$ cat src/rtl/ppi_pkg.sv
package ppi_pkg;
  localparam int PORT_W  = 8;
  localparam int HALF_W  = PORT_W / 2;
  localparam int BIT_IW  = $clog2(PORT_W);
  localparam int HALF_IW = $clog2(HALF_W);

  typedef enum logic [1:0] {
    SEL_A   = 2'd0,
    SEL_B   = 2'd1,
    SEL_C   = 2'd2,
    SEL_CMD = 2'd3
  } sel_e;

  typedef struct packed {
    logic a_in;
    logic b_in;
    logic cu_in;
    logic cl_in;
  } dir_t;
endpackage

$ cat src/rtl/ppi_cmd_dec.sv
module ppi_cmd_dec
  import ppi_pkg::*;
(
  input  logic              wr_fire,
  input  logic [1:0]        addr,
  input  logic [PORT_W-1:0] wdata,
  output logic              mode_ld,
  output dir_t              mode_dir,
  output logic              a_we,
  output logic              b_we,
  output logic              c_we,
  output logic              bsr_we,
  output logic [BIT_IW-1:0] bsr_idx,
  output logic              bsr_val
);
  logic cmd_hit;

  always_comb begin
    cmd_hit        = wr_fire && (sel_e'(addr) == SEL_CMD);
    mode_ld        = cmd_hit && wdata[PORT_W-1];
    bsr_we         = cmd_hit && !wdata[PORT_W-1];
    mode_dir.a_in  = wdata[4];
    mode_dir.b_in  = wdata[1];
    mode_dir.cu_in = wdata[3];
    mode_dir.cl_in = wdata[0];
    bsr_idx        = wdata[BIT_IW:1];
    bsr_val        = wdata[0];
    a_we           = wr_fire && (sel_e'(addr) == SEL_A);
    b_we           = wr_fire && (sel_e'(addr) == SEL_B);
    c_we           = wr_fire && (sel_e'(addr) == SEL_C);
  end
endmodule

$ cat src/rtl/ppi_lane.sv
module ppi_lane #(
  parameter int W  = 8,
  parameter int IW = 3
) (
  input  logic          clk,
  input  logic          rst_n,
  input  logic          mode_ld,
  input  logic          mode_in,
  input  logic          data_we,
  input  logic [W-1:0]  data_in,
  input  logic          bit_we,
  input  logic [IW-1:0] bit_idx,
  input  logic          bit_val,
  input  logic [W-1:0]  pin_in,
  output logic [W-1:0]  q,
  output logic [W-1:0]  oe,
  output logic [W-1:0]  rd_val
);
  logic is_in;

  always_ff @(posedge clk or negedge rst_n) begin
    if (!rst_n) begin
      q     <= '0;
      is_in <= 1'b1;
    end else if (mode_ld) begin
      is_in <= mode_in;
      if (!mode_in) q <= '0;
    end else if (data_we) begin
      q <= data_in;
    end else if (bit_we) begin
      q[bit_idx] <= bit_val;
    end
  end

  always_comb begin
    oe     = {W{~is_in}};
    rd_val = is_in ? pin_in : q;
  end
endmodule

$ cat src/rtl/ppi_mode0.sv
module ppi_mode0
  import ppi_pkg::*;
(
  input  logic              clk,
  input  logic              rst_n,
  input  logic              cs_n,
  input  logic              rd_n,
  input  logic              wr_n,
  input  logic [1:0]        addr,
  input  logic [PORT_W-1:0] wdata,
  output logic [PORT_W-1:0] rdata,
  output logic              rdata_oe,
  input  logic [PORT_W-1:0] pa_in,
  output logic [PORT_W-1:0] pa_out,
  output logic [PORT_W-1:0] pa_oe,
  input  logic [PORT_W-1:0] pb_in,
  output logic [PORT_W-1:0] pb_out,
  output logic [PORT_W-1:0] pb_oe,
  input  logic [PORT_W-1:0] pc_in,
  output logic [PORT_W-1:0] pc_out,
  output logic [PORT_W-1:0] pc_oe
);
  logic              wr_fire;
  logic              mode_ld, a_we, b_we, c_we, bsr_we, bsr_val;
  dir_t              mode_dir;
  logic [BIT_IW-1:0] bsr_idx;
  logic [PORT_W-1:0] a_rd, b_rd, c_rd;

  assign wr_fire = !cs_n && !wr_n;

  ppi_cmd_dec u_dec (
    .wr_fire (wr_fire),
    .addr    (addr),
    .wdata   (wdata),
    .mode_ld (mode_ld),
    .mode_dir(mode_dir),
    .a_we    (a_we),
    .b_we    (b_we),
    .c_we    (c_we),
    .bsr_we  (bsr_we),
    .bsr_idx (bsr_idx),
    .bsr_val (bsr_val)
  );

  ppi_lane #(.W(PORT_W), .IW(BIT_IW)) u_lane_a (
    .clk(clk), .rst_n(rst_n), .mode_ld(mode_ld), .mode_in(mode_dir.a_in),
    .data_we(a_we), .data_in(wdata), .bit_we(1'b0), .bit_idx('0),
    .bit_val(1'b0), .pin_in(pa_in), .q(pa_out), .oe(pa_oe), .rd_val(a_rd)
  );

  ppi_lane #(.W(PORT_W), .IW(BIT_IW)) u_lane_b (
    .clk(clk), .rst_n(rst_n), .mode_ld(mode_ld), .mode_in(mode_dir.b_in),
    .data_we(b_we), .data_in(wdata), .bit_we(1'b0), .bit_idx('0),
    .bit_val(1'b0), .pin_in(pb_in), .q(pb_out), .oe(pb_oe), .rd_val(b_rd)
  );

  for (genvar h = 0; h < 2; h++) begin : g_c_half
    logic half_in, half_bit_we;
    assign half_in     = (h == 1) ? mode_dir.cu_in : mode_dir.cl_in;
    assign half_bit_we = bsr_we && (bsr_idx[BIT_IW-1] == 1'(h));

    ppi_lane #(.W(HALF_W), .IW(HALF_IW)) u_lane_c (
      .clk    (clk),
      .rst_n  (rst_n),
      .mode_ld(mode_ld),
      .mode_in(half_in),
      .data_we(c_we),
      .data_in(wdata[h*HALF_W +: HALF_W]),
      .bit_we (half_bit_we),
      .bit_idx(bsr_idx[HALF_IW-1:0]),
      .bit_val(bsr_val),
      .pin_in (pc_in[h*HALF_W +: HALF_W]),
      .q      (pc_out[h*HALF_W +: HALF_W]),
      .oe     (pc_oe[h*HALF_W +: HALF_W]),
      .rd_val (c_rd[h*HALF_W +: HALF_W])
    );
  end

  always_comb begin
    rdata_oe = !cs_n && !rd_n;
    rdata    = '0;
    if (rdata_oe) begin
      unique case (sel_e'(addr))
        SEL_A:   rdata = a_rd;
        SEL_B:   rdata = b_rd;
        SEL_C:   rdata = c_rd;
        default: rdata = '0;
      endcase
    end
  end
endmodule

$ cat config.mk
export PLATFORM = sky130hd
export DESIGN_NAME = ppi_mode0
export DESIGN_NICKNAME = d
export VERILOG_FILES = /design/src/rtl/ppi_pkg.sv /design/src/rtl/ppi_cmd_dec.sv /design/src/rtl/ppi_lane.sv /design/src/rtl/ppi_mode0.sv
export SDC_FILE = /design/constraint.sdc
export NUM_CORES = 1
export LEC_CHECK = 0
export ABC_CLOCK_PERIOD_IN_PS = 2100
export BUFFER_PORTS_ARGS = -buffer_cell sky130_fd_sc_hd__buf_4
export CAP_MARGIN = 25
export CORE_MARGIN = 2
export CORE_UTILIZATION = 40
export CTS_CLUSTER_SIZE = 10
export DETAILED_ROUTE_END_ITERATION = 6
export PLACE_DENSITY = 0.7
export SYNTH_ARGS = -nofsm -noshare
export SYNTH_HDL_FRONTEND = slang
export SYNTH_SLANG_ARGS = --single-unit
$ cat constraint.sdc
create_clock -name clk -period 2.1 [get_ports clk]
set_input_delay 0.105 -clock clk [delete_from_list [all_inputs] [get_ports clk]]
set_output_delay 0.105 -clock clk [all_outputs]
set_load 0.05 [all_outputs]
## After elaboration in Yosys (flattened, before gate mapping)

Index checks and enable logic that the tools add are counted.

- Output and inout port bits: 57
- Bits of input ports: 39
- Flip-flop bits (word level): 28

- Reduce and logical (&&, ||, !) cells: 24
- Eq/ne operators: 7
- Order comparisons: 2
- Bitwise logic cells: 5
- Mux-type cells: 24

Operator list:

| operator | count |
|---|---|
| $mux 8 | 9 |
| $mux 4 | 10 |
| $pmux 8 s3 | 1 |
| $logic_and 1x1->1 | 11 |
| $bwmux 4 | 2 |
| $ne 2x2->1 const B | 4 |
| $reduce_and 2->1 | 4 |
| $reduce_bool 3->1 | 2 |
| $not 1->1 | 5 |
| $eq 2x2->1 const B | 2 |
| $logic_not 1->1 | 4 |
| $reduce_bool 2->1 | 2 |
| $lt 2x3->1 const B | 1 |
| $demux 1 s2 | 1 |
| $eq 2x1->1 const B | 1 |
| $ge 2x1->1 const B | 1 |
| $logic_not 2->1 | 1 |
| $mux 1 | 1 |

## Logic depth before layout (Yosys ltp)

Gate-level depths: netlist (run 1).

- Word-level depth: 8
- Mapped depth: 7
- Mapped depth without buffers: 4

## Hierarchy

A second synthesis (run 1) with hierarchy kept.

- Cell total of the unflattened synthesis: 289
- Area total of the unflattened synthesis: 2821.5 µm²

By module, submodules not included:

| module | seq. area each (µm²) | times used | area an instance (µm²) | cells an instance |
|---|---|---|---|---|
| ppi_lane (u_lane_a ...) | 226.5 | 2 | 819.5 | 75 |
| ppi_lane (g_c_half[0].u_lane_c ...) | 126.4 | 2 | 392.9 | 42 |
| ppi_mode0 | 0.0 | 1 | 289.0 | 42 |
| ppi_cmd_dec | 0.0 | 1 | 107.6 | 13 |

## Worst setup path before layout (run 1)

Ideal clock, no wire load.

- Path type: register to output
- Start: reg u_lane_b.is_in
- End: out rdata[7]
- Cell stages (with the launch flop): 5
- Setup slack: 304 ps
- Data arrival time: 1691 ps
- Buffers on the path: 1
- Data required time: 1995 ps
- Cells stage by stage: dfstp_2 clkbuf_1 mux2i_1 a211oi_1 o21a_1

- Cells in the longest elaborated chain, start to end: 3

RTL lines:

| what | RTL line | RTL |
|---|---|---|
| start, declared | ppi_lane.sv:19 | `logic is_in;` |
| start signal, assigned | ppi_lane.sv:26 | `is_in <= mode_in;` |
| $mux 8 | ppi_lane.sv:37 | `rd_val = is_in ? pin_in : q;` |
| $pmux 8 s3 | ppi_mode0.sv:83 | `unique case (sel_e'(addr))` |
| $mux 8 | ppi_mode0.sv:82 | `if (rdata_oe) begin` |
| end, declared | ppi_mode0.sv:11 | `output logic [PORT_W-1:0] rdata,` |

No other way between the ends.

## Worst setup path after layout (run 1)

- Start: reg u_lane_a.is_in
- End: out rdata[7]

- Cells in the longest elaborated chain, start to end: 3

RTL lines:

| what | RTL line |
|---|---|
| start, declared | ppi_lane.sv:19 |
| start signal, assigned | ppi_lane.sv:26 |
| $mux 8 | ppi_lane.sv:37 |
| $pmux 8 s3 | ppi_mode0.sv:83 |
| $mux 8 | ppi_mode0.sv:82 |

No other way between the ends.

==> impl_metrics.py, run 1 <==
metrics = {
    "grt": {
        "grt.met1_usage_pct": 32.0,
        "grt_pass1_wl_um": 9580,
        "use_met2_pct": 35.7,
        "busiest_layer": "met2",
        "grt_pass1_vias": 1851,
        "grtUsageMet3_pct": 2.38,
        "grt-ovfl-total": 0,
        "grt_usage_pct": 22.2,
        "antenna_found_initial": 0,
        "grt_max_degree": 34,
    },
    "finish": {
        "drive_above_1_share_pct": 41.3,
        "syn_to_final_growth_pct": 32.4,
        "antenna_cells": 0,
        "finalNonFillerCells": 363,
        "num-nets-final": 333,
    },
    "detailed_routing": {
        "drc_errors": 0,
        "num_vias": 1964,
        "wire_per_inst_um": 17.3,
        "drt_pre_antenna_iters": 4,
        "drtAntennaViolNets": 0,
        "viasPerCell": 5.41,
        "drt-initial-drc-count": 137,
        "finalWirelength_um": 6270,
    },
    "floorplanning": {
        "start_util_pct": 40.8,
        "core_mm2": 0.00504,
        "rows": 26,
        "die_w_um": 75.7,
        "fp.dieH_um": 75.7,
        "ios": 96,
        "dieArea_mm2": 0.00574,
    },
    "synthesis": {
        "ys_warn_count": 0,
        "syn_avg_cell_area_um2": 9.07,
        "netlist_area_mm2": 0.00206,
        "yosys.area.top_type": "dfrtp_1",
        "synth_edf_count": 0,
        "synth_ff_type": "dfrtp_1",
        "synth-async-reset-ratio_pct": 100,
        "synth_cells": 227,
        "synth_fp_nets": 266,
        "seq_area_frac_synth_pct": 34.3,
        "synth_area_leaders": "dfrtp_1 (29%), mux2i_1 (7.8%), buf_4 (7.7%)",
        "yosysUniqueCellTypes": 40,
        "synth_seq_cells": 28,
        "synth_top_area_share_pct": 29.2,
    },
    "timing": {
        "relSlewSlack_pct": 67.4,
        "drv_slew": 0,
        "tightestPinTransition_ns": 0.489,
        "setup-tns-final_ns": 0,
        "min_period_ns": 1.97,
        "setup_violations": 0,
        "hold_viol": 0,
        "fmax_ghz": 0.507,
        "rsz0062_at_grt": "no",
        "clock_skew_ns": 0,
        "finalCritPeriodShare_pct": 93.9,
    },
    "cts": {
        "cts_made_buffers": 3,
        "cts_root_buf": "clkbuf_8",
        "cts_max_level": 1,
        "insertion_delay_ns": 0.27,
        "tritoncts": "done",
        "clockBufferDepth": 2,
        "cts.sinks": 28,
        "cts.reportedPaths.clkPinSlew_ns": 0.10,
    },
    "setup_path": {
        "cp.buffers_inverters": 1,
        "crit_fanout": 17,
        "crit_path_start_kind": "flop",
        "cp_data_arrival_time_ns": 1.87,
        "critPathTopFamily": "flip-flops",
        "crit_type": "flop to output pin",
        "crit_start": "u_lane_a.is_in",
        "crit_required_ns": 2.00,
        "reg2reg_from": "u_lane_b.is_in",
        "timing.rr.end": "u_lane_b.is_in",
        "crit_chain": "nor2b_1, a211oi_1, a211oi_1, o21a_1, buf_4",
        "rr_worst_depth": 2,
        "reg2reg_slack_ns": 0.91,
        "critPathMostFrequentCell": "a211oi_1",
        "crit_path_max_incr_delay_ns": 0.71,
        "end_kind": "output pin",
        "crit_path_top_delay_cell": "dfstp_2",
    },
    "hold_path": {
        "hold_end": "u_lane_b.q[5]",
        "hold_start": "wdata[5]",
        "min_path_type": "primary input to flop",
        "holdPathStages": 2,
    },
    "pwr": {
        "vdd_drop_max_uv": 545,
        "powerDensity_mw_per_mm2": 990,
        "power_leakage_nw": 1.28,
        "power.total_mw": 2.70,
    },
    "run": {
        "cap_viol_max_count": 0,
    },
    "place": {
        "dp.cells": 358,
        "gp_congestion": 0.899,
        "dpl.hpwl_um": 4830,
        "io_buffer_count": 95,
    },
    "outcome": {
        "outcome": "finished clean",
    },
}
-- worst reg2reg max path: cells and delay by family (launching register included) --
family / cells / cell delay, ns
AOI/OAI and AO/OA: 1 / 0.20
DFF: 1 / 0.70
buffers and inverters: 1 / 0.22
-- cell families after synthesis --
| family | Yosys count | synth area share [%] |
|---|---|---|
| compound gates | 72 | 26.6 |
| simple gates | 62 | 15.4 |
| buf+inv | 44 | 13.0 |
| flops | 28 | 34.3 |
| mux | 21 | 10.7 |
-- power by group --
group | switching (mW) | internal [mW]
combinational | 1.01 | 0.473
sequential | 0.139 | 0.652
clock | 0.168 | 0.255
-- timing repair --
action | in CTS | in global routing
hold buffers | 1 | 0
buffers inserted | 0 | 0
hold endpoints to repair | 24 | 0
gates resized for setup | 0 | 0
-- flip-flops by register name, indices dropped and copies added, names as in the netlist --
register                 flops
g_c_half.u_lane_c.q          8
u_lane_a.q                   8
u_lane_b.is_in               1
u_lane_b.q                   8
u_lane_a.is_in               1
g_c_half.u_lane_c.is_in      2
-- synthesized netlist by cell type (3+ instances only) --
| library cell | n |
|---|---|
| mux2i_1 | 16 |
| a31oi_1 | 4 |
| nand2b_1 | 4 |
| o31ai_1 | 3 |
| a22o_1 | 12 |
| o21a_1 | 8 |
| a21oi_1 | 3 |
| inv_1 | 6 |
| a211oi_1 | 18 |
| o21ai_0 | 12 |
| buf_1 | 3 |
| buf_4 | 21 |
| nor2b_1 | 11 |
| nand2_1 | 17 |
| nor2_1 | 17 |
| clkbuf_1 | 10 |
| dfrtp_1 | 24 |
| dfstp_2 | 4 |
| buf_6 | 3 |
| mux2_2 | 4 |
| nand3_1 | 3 |
-- routing by layer --
layer | part of all wire [%] | vias to the layer above
met5 | 0 | -
met1 | 46 | 932
met4 | 1.4 | 0
met3 | 6.1 | 8
li1 | - | 935
met2 | 47 | 89
-- through the flow --
| step | util, % | instance area, um^2 | worst slack, ns | hold slack [ns] |
|---|---|---|---|---|
| global route | 54.0 | 2730 | 0.0230 | 0.0780 |
| floorplan | - | 2060 | 0.304 | -0.191 |
| CTS | 54.0 | 2730 | 0.144 | 0.0764 |
| global placement | 52.4 | 2640 | 0.314 | 0.0468 |
| finish | 54.0 | 2730 | 0.127 | 0.0760 |
| detailed placement | 52.4 | 2640 | 0.313 | 0.0471 |
-- cell usage in the layout, fill, tap and decap left out, types with 2 or more instances in the layout --
cell,count
or3b_1,2
clkbuf_8,3
a21o_1,2
nand2_1,17
dfstp_2,4
a32o_1,2
o31ai_1,3
a21oi_1,3
nand2b_1,4
nand3_1,3
mux2i_1,16
inv_1,6
o21a_1,8
nor2_2,2
nor2_1,17
o21ai_0,12
buf_4,99
dfrtp_1,24
mux2_2,4
a211oi_1,18
nor2b_1,11
nor3_1,2
a22o_1,12
a31oi_1,4
-- final cells by class --
class	count	area, um^2
Clock inverter	1	30.0
Clock buffer	3	41.3
Sequential cell	28	706
Multi-Input combinational cell	155	1080
Inverter	6	22.5
Fill cell	473	2320
Tap cell	70	87.6
Timing Repair Buffer	100	753
-- worst max path at each step --
stage                                      endpoint  cells after the start
after floorplan                            rdata[7]                      4
after global placement    g_c_half[1].u_lane_c.q[3]                      6
after detailed placement  g_c_half[1].u_lane_c.q[3]                      6
after CTS                                  rdata[7]                      5
after global routing                       rdata[7]                      5
final                                      rdata[7]                      5
No activity file was read; power rests on OpenSTA's default activity.
==> run 2: changes to the inputs <==
--- a/config.mk
+++ b/config.mk
@@ -12,6 +12,7 @@
 export CORE_UTILIZATION = 40
 export CTS_CLUSTER_SIZE = 10
 export DETAILED_ROUTE_END_ITERATION = 6
+export MAX_ROUTING_LAYER = met4
 export PLACE_DENSITY = 0.7
 export SYNTH_ARGS = -nofsm -noshare
 export SYNTH_HDL_FRONTEND = slang
==> run 2 against run 1 <==
Compared with the run above:
- hold slack worse by 0.0085 ns
- fmax is 0.49% lower
- final area stayed put
- first-iteration DRC count is 2.9% higher
==> impl_metrics.py, run 2 (same netlist as run 1, synthesis figures left out) <==
metrics = {
    "finish": {
        "finalNonFillerCells": 363,
        "num-nets-final": 333,
        "final_cell_mix": "buf_4 (99), dfrtp_1 (24), a211oi_1 (18)",
        "drive_above_1_share_pct": 41.3,
        "reg.largest.list": "g_c_half.u_lane_c.q (8), u_lane_a.q (8), u_lane_b.q (8)",
        "final_area_mm2": 0.00273,
        "antenna_cells": 0,
        "final_common_cell": "buf_4",
        "syn_to_final_growth_pct": 32.4,
    },
    "pwr": {
        "vdd_drop_max_uv": 528,
        "clockPowerShare_pct": 15.7,
        "p_seq_share_pct": 29.4,
        "swShare_pct": 48.9,
        "p_comb_share_pct": 54.9,
        "powerDensity_mw_per_mm2": 991,
        "power_leakage_nw": 1.28,
        "p_int_mw": 1.38,
        "p_sw_mw": 1.32,
    },
    "setup_path": {
        "crit_start": "u_lane_a.is_in",
        "crit_fanout": 17,
        "critPathMostFrequentCell": "a211oi_1",
        "cp.buffers_inverters": 1,
        "crit_required_ns": 2.00,
        "critPathTopFamily": "flip-flops",
        "cp_data_arrival_time_ns": 1.88,
        "crit_chain": "nor2b_1, a211oi_1, a211oi_1, o21a_1, buf_4",
        "end_kind": "output pin",
        "reg2reg_from": "u_lane_b.is_in",
        "crit_type": "flop to output pin",
        "crit_path_max_incr_delay_ns": 0.71,
        "crit_path_top_delay_cell": "dfstp_2",
        "crit_path_start_kind": "flop",
    },
    "floorplanning": {
        "rows": 26,
        "fp.dieH_um": 75.7,
        "die_w_um": 75.7,
        "core_mm2": 0.00504,
        "dieArea_mm2": 0.00574,
        "start_util_pct": 40.8,
        "ios": 96,
    },
    "place": {
        "place_area_mm2": 0.00264,
        "gp_congestion": 0.914,
        "io_buffer_count": 95,
        "dpl.hpwl_um": 4890,
        "dp.cells": 358,
    },
    "timing": {
        "drv_slew": 0,
        "fmax_ghz": 0.504,
        "clock_skew_ns": 0,
        "holdWs_ns": 0.0675,
        "rsz0062_at_grt": "no",
        "relSlewSlack_pct": 68.4,
        "hold_viol": 0,
        "min_period_ns": 1.98,
        "finalCritPeriodShare_pct": 94.4,
        "setup-tns-final_ns": 0,
        "tightestPinTransition_ns": 0.474,
        "setup_violations": 0,
    },
    "cts": {
        "cts_made_buffers": 3,
        "cts.sinks": 28,
        "insertion_delay_ns": 0.27,
        "post_cts_resized": 0,
        "cts.reportedPaths.clkPinSlew_ns": 0.10,
        "cts_max_level": 1,
        "clockBufferDepth": 2,
        "cts_root_buf": "clkbuf_8",
        "tritoncts": "done",
    },
    "grt": {
        "grt_pass1_vias": 1823,
        "grt-ovfl-total": 0,
        "grt_usage_pct": 22.9,
        "grt_pass1_wl_um": 9510,
        "grt_max_degree": 34,
        "antenna_found_initial": 0,
    },
    "detailed_routing": {
        "drt_pre_antenna_iters": 4,
        "drtAntennaViolNets": 0,
        "drt-initial-drc-count": 141,
        "num_vias": 1969,
        "viasPerCell": 5.42,
        "wire_per_inst_um": 17.3,
        "finalWirelength_um": 6280,
        "drc_errors": 0,
    },
    "outcome": {
        "outcome": "finished clean",
    },
    "run": {
        "cap_viol_max_count": 0,
    },
    "hold_path": {
        "hold_start": "wdata[5]",
        "min_path_type": "primary input to flop",
    },
}
## run 2: cell counts in the layout (fill, tap and decap cells not counted)
No cell type changed its count.
## run 2: metrics by stage
stage | worst slack, ns | power [mW] | util [%]
4_1_cts | 0.140 | 2.72 | 54.0
3_3_place_gp | 0.319 | 2.27 | 52.4
3_5_place_dp | 0.323 | 2.29 | 52.4
5_1_grt | 0.0386 | 2.81 | 54.0
2_1_floorplan | 0.304 | 1.93 | -
6_report | 0.117 | 2.70 | 54.0
## run 2: power groups by stage
stage,combinational (mW),sequential (mW),clock (mW)
floorplan,0.925,1.00,0
global route,1.55,0.809,0.446
detailed placement,1.49,0.800,0
finish,1.48,0.794,0.425
global placement,1.47,0.800,0
CTS,1.49,0.792,0.433
## run 2: path summary, 6_finish.rpt
path,slack [ns],endpoint,depth (start not counted)
worst max-delay path,0.12,rdata[4],5
worst min-delay path,0.07,u_lane_b.q[5],2
worst max register to register,0.90,u_lane_b.is_in,2
worst min register to register,0.54,u_lane_b.q[3],1
max in group asynchronous,1.49,g_c_half[1].u_lane_c.is_in,2
min in group asynchronous,0.28,u_lane_a.q[6],2
## run 2: area by class of cell
class,instances,area [um^2]
fill,475,2320
multi-input combinational,155,1080
timing repair buffer,100,753
sequential,28,706
tap,70,87.6
clock buffer,3,41.3
clock inverter,1,30.0
inverter,6,22.5
## run 2: routing by layer
layer	track usage (%)	vias to the layer above	wire length [um]
li1	-	935	-
met4	7.99	0	123
met3	1.72	11	453
met5	-	-	0
met2	34.8	96	2930
met1	32.1	927	2770
## run 2: what timing repair did
| action | 4_1_cts | 5_1_grt |
|---|---|---|
| hold endpoints to repair | 24 | 0 |
| hold buffers | 1 | 0 |
| setup buffers | 0 | 0 |
==> run 3: changes to the inputs <==
--- a/config.mk
+++ b/config.mk
@@ -13,7 +13,8 @@
 export CTS_CLUSTER_SIZE = 10
 export DETAILED_ROUTE_END_ITERATION = 6
 export MAX_ROUTING_LAYER = met4
-export PLACE_DENSITY = 0.7
+export PLACE_DENSITY = 0.66
 export SYNTH_ARGS = -nofsm -noshare
 export SYNTH_HDL_FRONTEND = slang
+export SYNTH_HIERARCHICAL = 1
 export SYNTH_SLANG_ARGS = --single-unit
==> run 3 against run 2 <==
Compared with the run above:
- highest routed layer unchanged
- critical path type unchanged
- largest cell class unchanged
- wire length is 24% higher
- die area is 35% higher
- global-route usage is 2.5 points lower
- largest power group unchanged
==> impl_metrics.py, run 3 <==
metrics = {
    "timing": {
        "drv_slew": 0,
        "min_period_ns": 2.05,
        "clock_skew_ns": 0,
        "setup_violations": 0,
        "fmax_ghz": 0.487,
        "tightestPinTransition_ns": 0.504,
        "finalCritPeriodShare_pct": 97.8,
        "relSlewSlack_pct": 66.4,
        "rsz0062_at_grt": "yes",
        "hold_viol": 0,
        "holdWs_ns": 0.129,
    },
    "detailed_routing": {
        "drtAntennaViolNets": 0,
        "drt_pre_antenna_iters": 4,
        "drc_errors": 0,
        "drt-initial-drc-count": 105,
        "viasPerCell": 5.37,
        "wire_per_inst_um": 16.6,
        "finalWirelength_um": 7780,
        "num_vias": 2525,
    },
    "setup_path": {
        "cp.buffers_inverters": 1,
        "crit_chain": "mux2_1, nor2b_1, a211oi_2, a211oi_2, buf_4",
        "crit_type": "flop to output pin",
        "rr_worst_depth": 3,
        "critPathMostFrequentCell": "a211oi_2",
        "crit_path_start_kind": "flop",
        "crit_path_top_delay_cell": "dfstp_2",
        "crit_required_ns": 2.00,
        "crit_path_max_incr_delay_ns": 0.65,
        "cp.depth": 5,
        "end_kind": "output pin",
        "crit_fanout": 9,
        "critPathTopFamily": "flip-flops",
        "cp_data_arrival_time_ns": 1.95,
    },
    "floorplanning": {
        "ios": 96,
        "dieArea_mm2": 0.00774,
        "rows": 30,
        "die_w_um": 88.0,
        "start_util_pct": 41.5,
        "fp.dieH_um": 88.0,
        "core_mm2": 0.00679,
    },
    "synthesis": {
        "synth_area_leaders": "dfrtp_1 (21%), buf_4 (9.8%), mux2_1 (6.4%)",
        "synth_top_area_share_pct": 21.3,
        "synth-async-reset-ratio_pct": 100,
        "synth_ff_type": "dfrtp_1",
        "ys_warn_count": 6,
        "synth_seq_cells": 28,
        "syn_avg_cell_area_um2": 9.76,
        "yosys.area.top_type": "dfrtp_1",
        "synth_edf_count": 0,
        "seq_area_frac_synth_pct": 25.0,
        "netlist_area_mm2": 0.00282,
        "synth_cells": 289,
        "synth_most_common_cell": "buf_4",
        "yosysUniqueCellTypes": 48,
        "synth_common_cells": "buf_4 (37), dfrtp_1 (24), mux2_1 (16), mux2_2 (16), a211oi_1 (14)",
    },
    "run": {
        "cap_viol_max_count": 0,
    },
    "cts": {
        "cts_max_level": 1,
        "cts_made_buffers": 3,
        "cts_root_buf": "clkbuf_8",
        "insertion_delay_ns": 0.28,
        "cts.sinks": 28,
        "tritoncts": "done",
        "cts.reportedPaths.clkPinSlew_ns": 0.10,
        "clockBufferDepth": 2,
    },
    "place": {
        "place_area_mm2": 0.00348,
        "gp_congestion": 0.935,
        "dpl.hpwl_um": 5780,
        "io_buffer_count": 95,
    },
    "finish": {
        "num-nets-final": 414,
        "final_common_cell": "buf_4",
        "final_area_mm2": 0.00361,
        "antenna_cells": 0,
        "reg.largest.list": "g_c_half.u_lane_c/q (8), u_lane_a/q (8), u_lane_b/q (8)",
        "syn_to_final_growth_pct": 28.0,
        "drive_above_1_share_pct": 45.2,
        "fillers": 635,
        "final_cell_mix": "buf_4 (101), conb_1 (26), dfrtp_1 (24)",
        "utilization_pct": 53.1,
    },
    "pwr": {
        "vdd_drop_max_uv": 271,
        "p_int_mw": 1.34,
        "powerDensity_mw_per_mm2": 746,
        "power_leakage_nw": 1.60,
        "p_comb_share_pct": 60.1,
        "clockPowerShare_pct": 11.9,
        "swShare_pct": 50.0,
        "p_seq_share_pct": 28.0,
        "p_sw_mw": 1.35,
    },
    "grt": {
        "grt_max_degree": 29,
        "grt_pass1_vias": 2314,
        "grt_usage_pct": 20.3,
        "grt-ovfl-total": 0,
        "grt_pass1_wl_um": 11900,
        "antenna_found_initial": 0,
    },
    "hold_path": {
        "min_path_type": "primary input to flop",
        "holdPathStages": 3,
    },
    "outcome": {
        "outcome": "finished clean",
    },
}
[run 3: cell types whose count changed after synthesis, moves of 9 or more]
| cell | before | now |
|---|---|---|
| nor3b_1 | 0 | 9 |
| nand2_1 | 17 | 8 |
| mux2_2 | 4 | 16 |
| buf_4 | 21 | 37 |
| mux2_1 | 0 | 16 |
| mux2i_1 | 16 | 5 |
[run 3: cell families (layout without fill, tap and decap cells)]
logic type,Yosys count,count (layout),share of synthesized area [%]
and+or+nand+nor,90,90,22.3
AOI/OAI and AO/OA,69,69,19.6
buffers and inverters,56,116,14.1
DFF,28,28,25.0
other,1,26,0.133
muxes,45,45,18.8
[run 3: power groups by stage]
stage,clock [mW],combinational (mW),sequential [mW]
2_1_floorplan,0,1.04,0.960
3_3_place_gp,0,1.55,0.771
3_5_place_dp,0,1.55,0.773
4_1_cts,0.337,1.58,0.763
5_1_grt,0.346,1.70,0.768
6_report,0.321,1.62,0.755
[run 3: worst paths after layout]
check,slack (ns),start,endpoint
worst max register to register,1.01,u_lane_b/is_in,u_lane_b/is_in
worst min register to register,0.55,u_lane_b/q[7],u_lane_b/q[7]
max in group asynchronous,1.49,rst_n,g_c_half[1].u_lane_c/is_in
worst max-delay path,0.05,u_lane_a/is_in,rdata[5]
worst min-delay path,0.13,wdata[3],g_c_half[1].u_lane_c/is_in
min in group asynchronous,0.28,rst_n,g_c_half[0].u_lane_c/q[3]
[run 3: repair_timing]
action / 4_1_cts / 5_1_grt
setup buffers: 0 / 2
pin swaps: 0 / 2
endpoints found under the setup margin: 7 / 7
endpoints found under the hold margin: 24 / 0
hold buffers: 1 / 0
cloned: 0 / 0
gates resized for setup: 7 / 6
[run 3: layout make-up]
type | instances | area, um^2 | share of cell area, %
inverter | 5 | 18.8 | 0.520
clock buffer | 4 | 45.0 | 1.25
multi-input combinational | 230 | 1890 | 52.3
tap | 96 | 120 | 3.33
sequential | 28 | 706 | 19.5
timing repair buffer | 107 | 833 | 23.1
[run 3: layer usage]
| layer | global-route usage (%) | up-vias | wire (um) |
|---|---|---|---|
| li1 | - | 1223 | - |
| met1 | 28.1 | 1216 | 3620 |
| met2 | 32.2 | 82 | 3650 |
| met3 | 3.11 | 4 | 462 |
| met4 | 2.94 | 0 | 53 |
| met5 | - | - | 0 |
[run 3: worst min-delay path, delay by kind of cell]
family / cells / cell delay (ns)
AOI/OAI and AO/OA: 1 / 0.07
buffers and inverters: 1 / 0.16
and+or+nand+nor: 1 / 0.07
[run 3: through the flow]
| stage | TNS [ns] | power [mW] | setup WS [ns] | cells |
|---|---|---|---|---|
| 2_1_floorplan | 0 | 2.00 | 0.121 | 314 |
| 3_3_place_gp | 0 | 2.32 | 0.270 | 463 |
| 3_5_place_dp | 0 | 2.33 | 0.214 | 463 |
| 4_1_cts | 0 | 2.68 | 0.000782 | 468 |
| 5_1_grt | -0.0147 | 2.81 | -0.00930 | 470 |
| 6_report | 0 | 2.69 | 0.0465 | 470 |
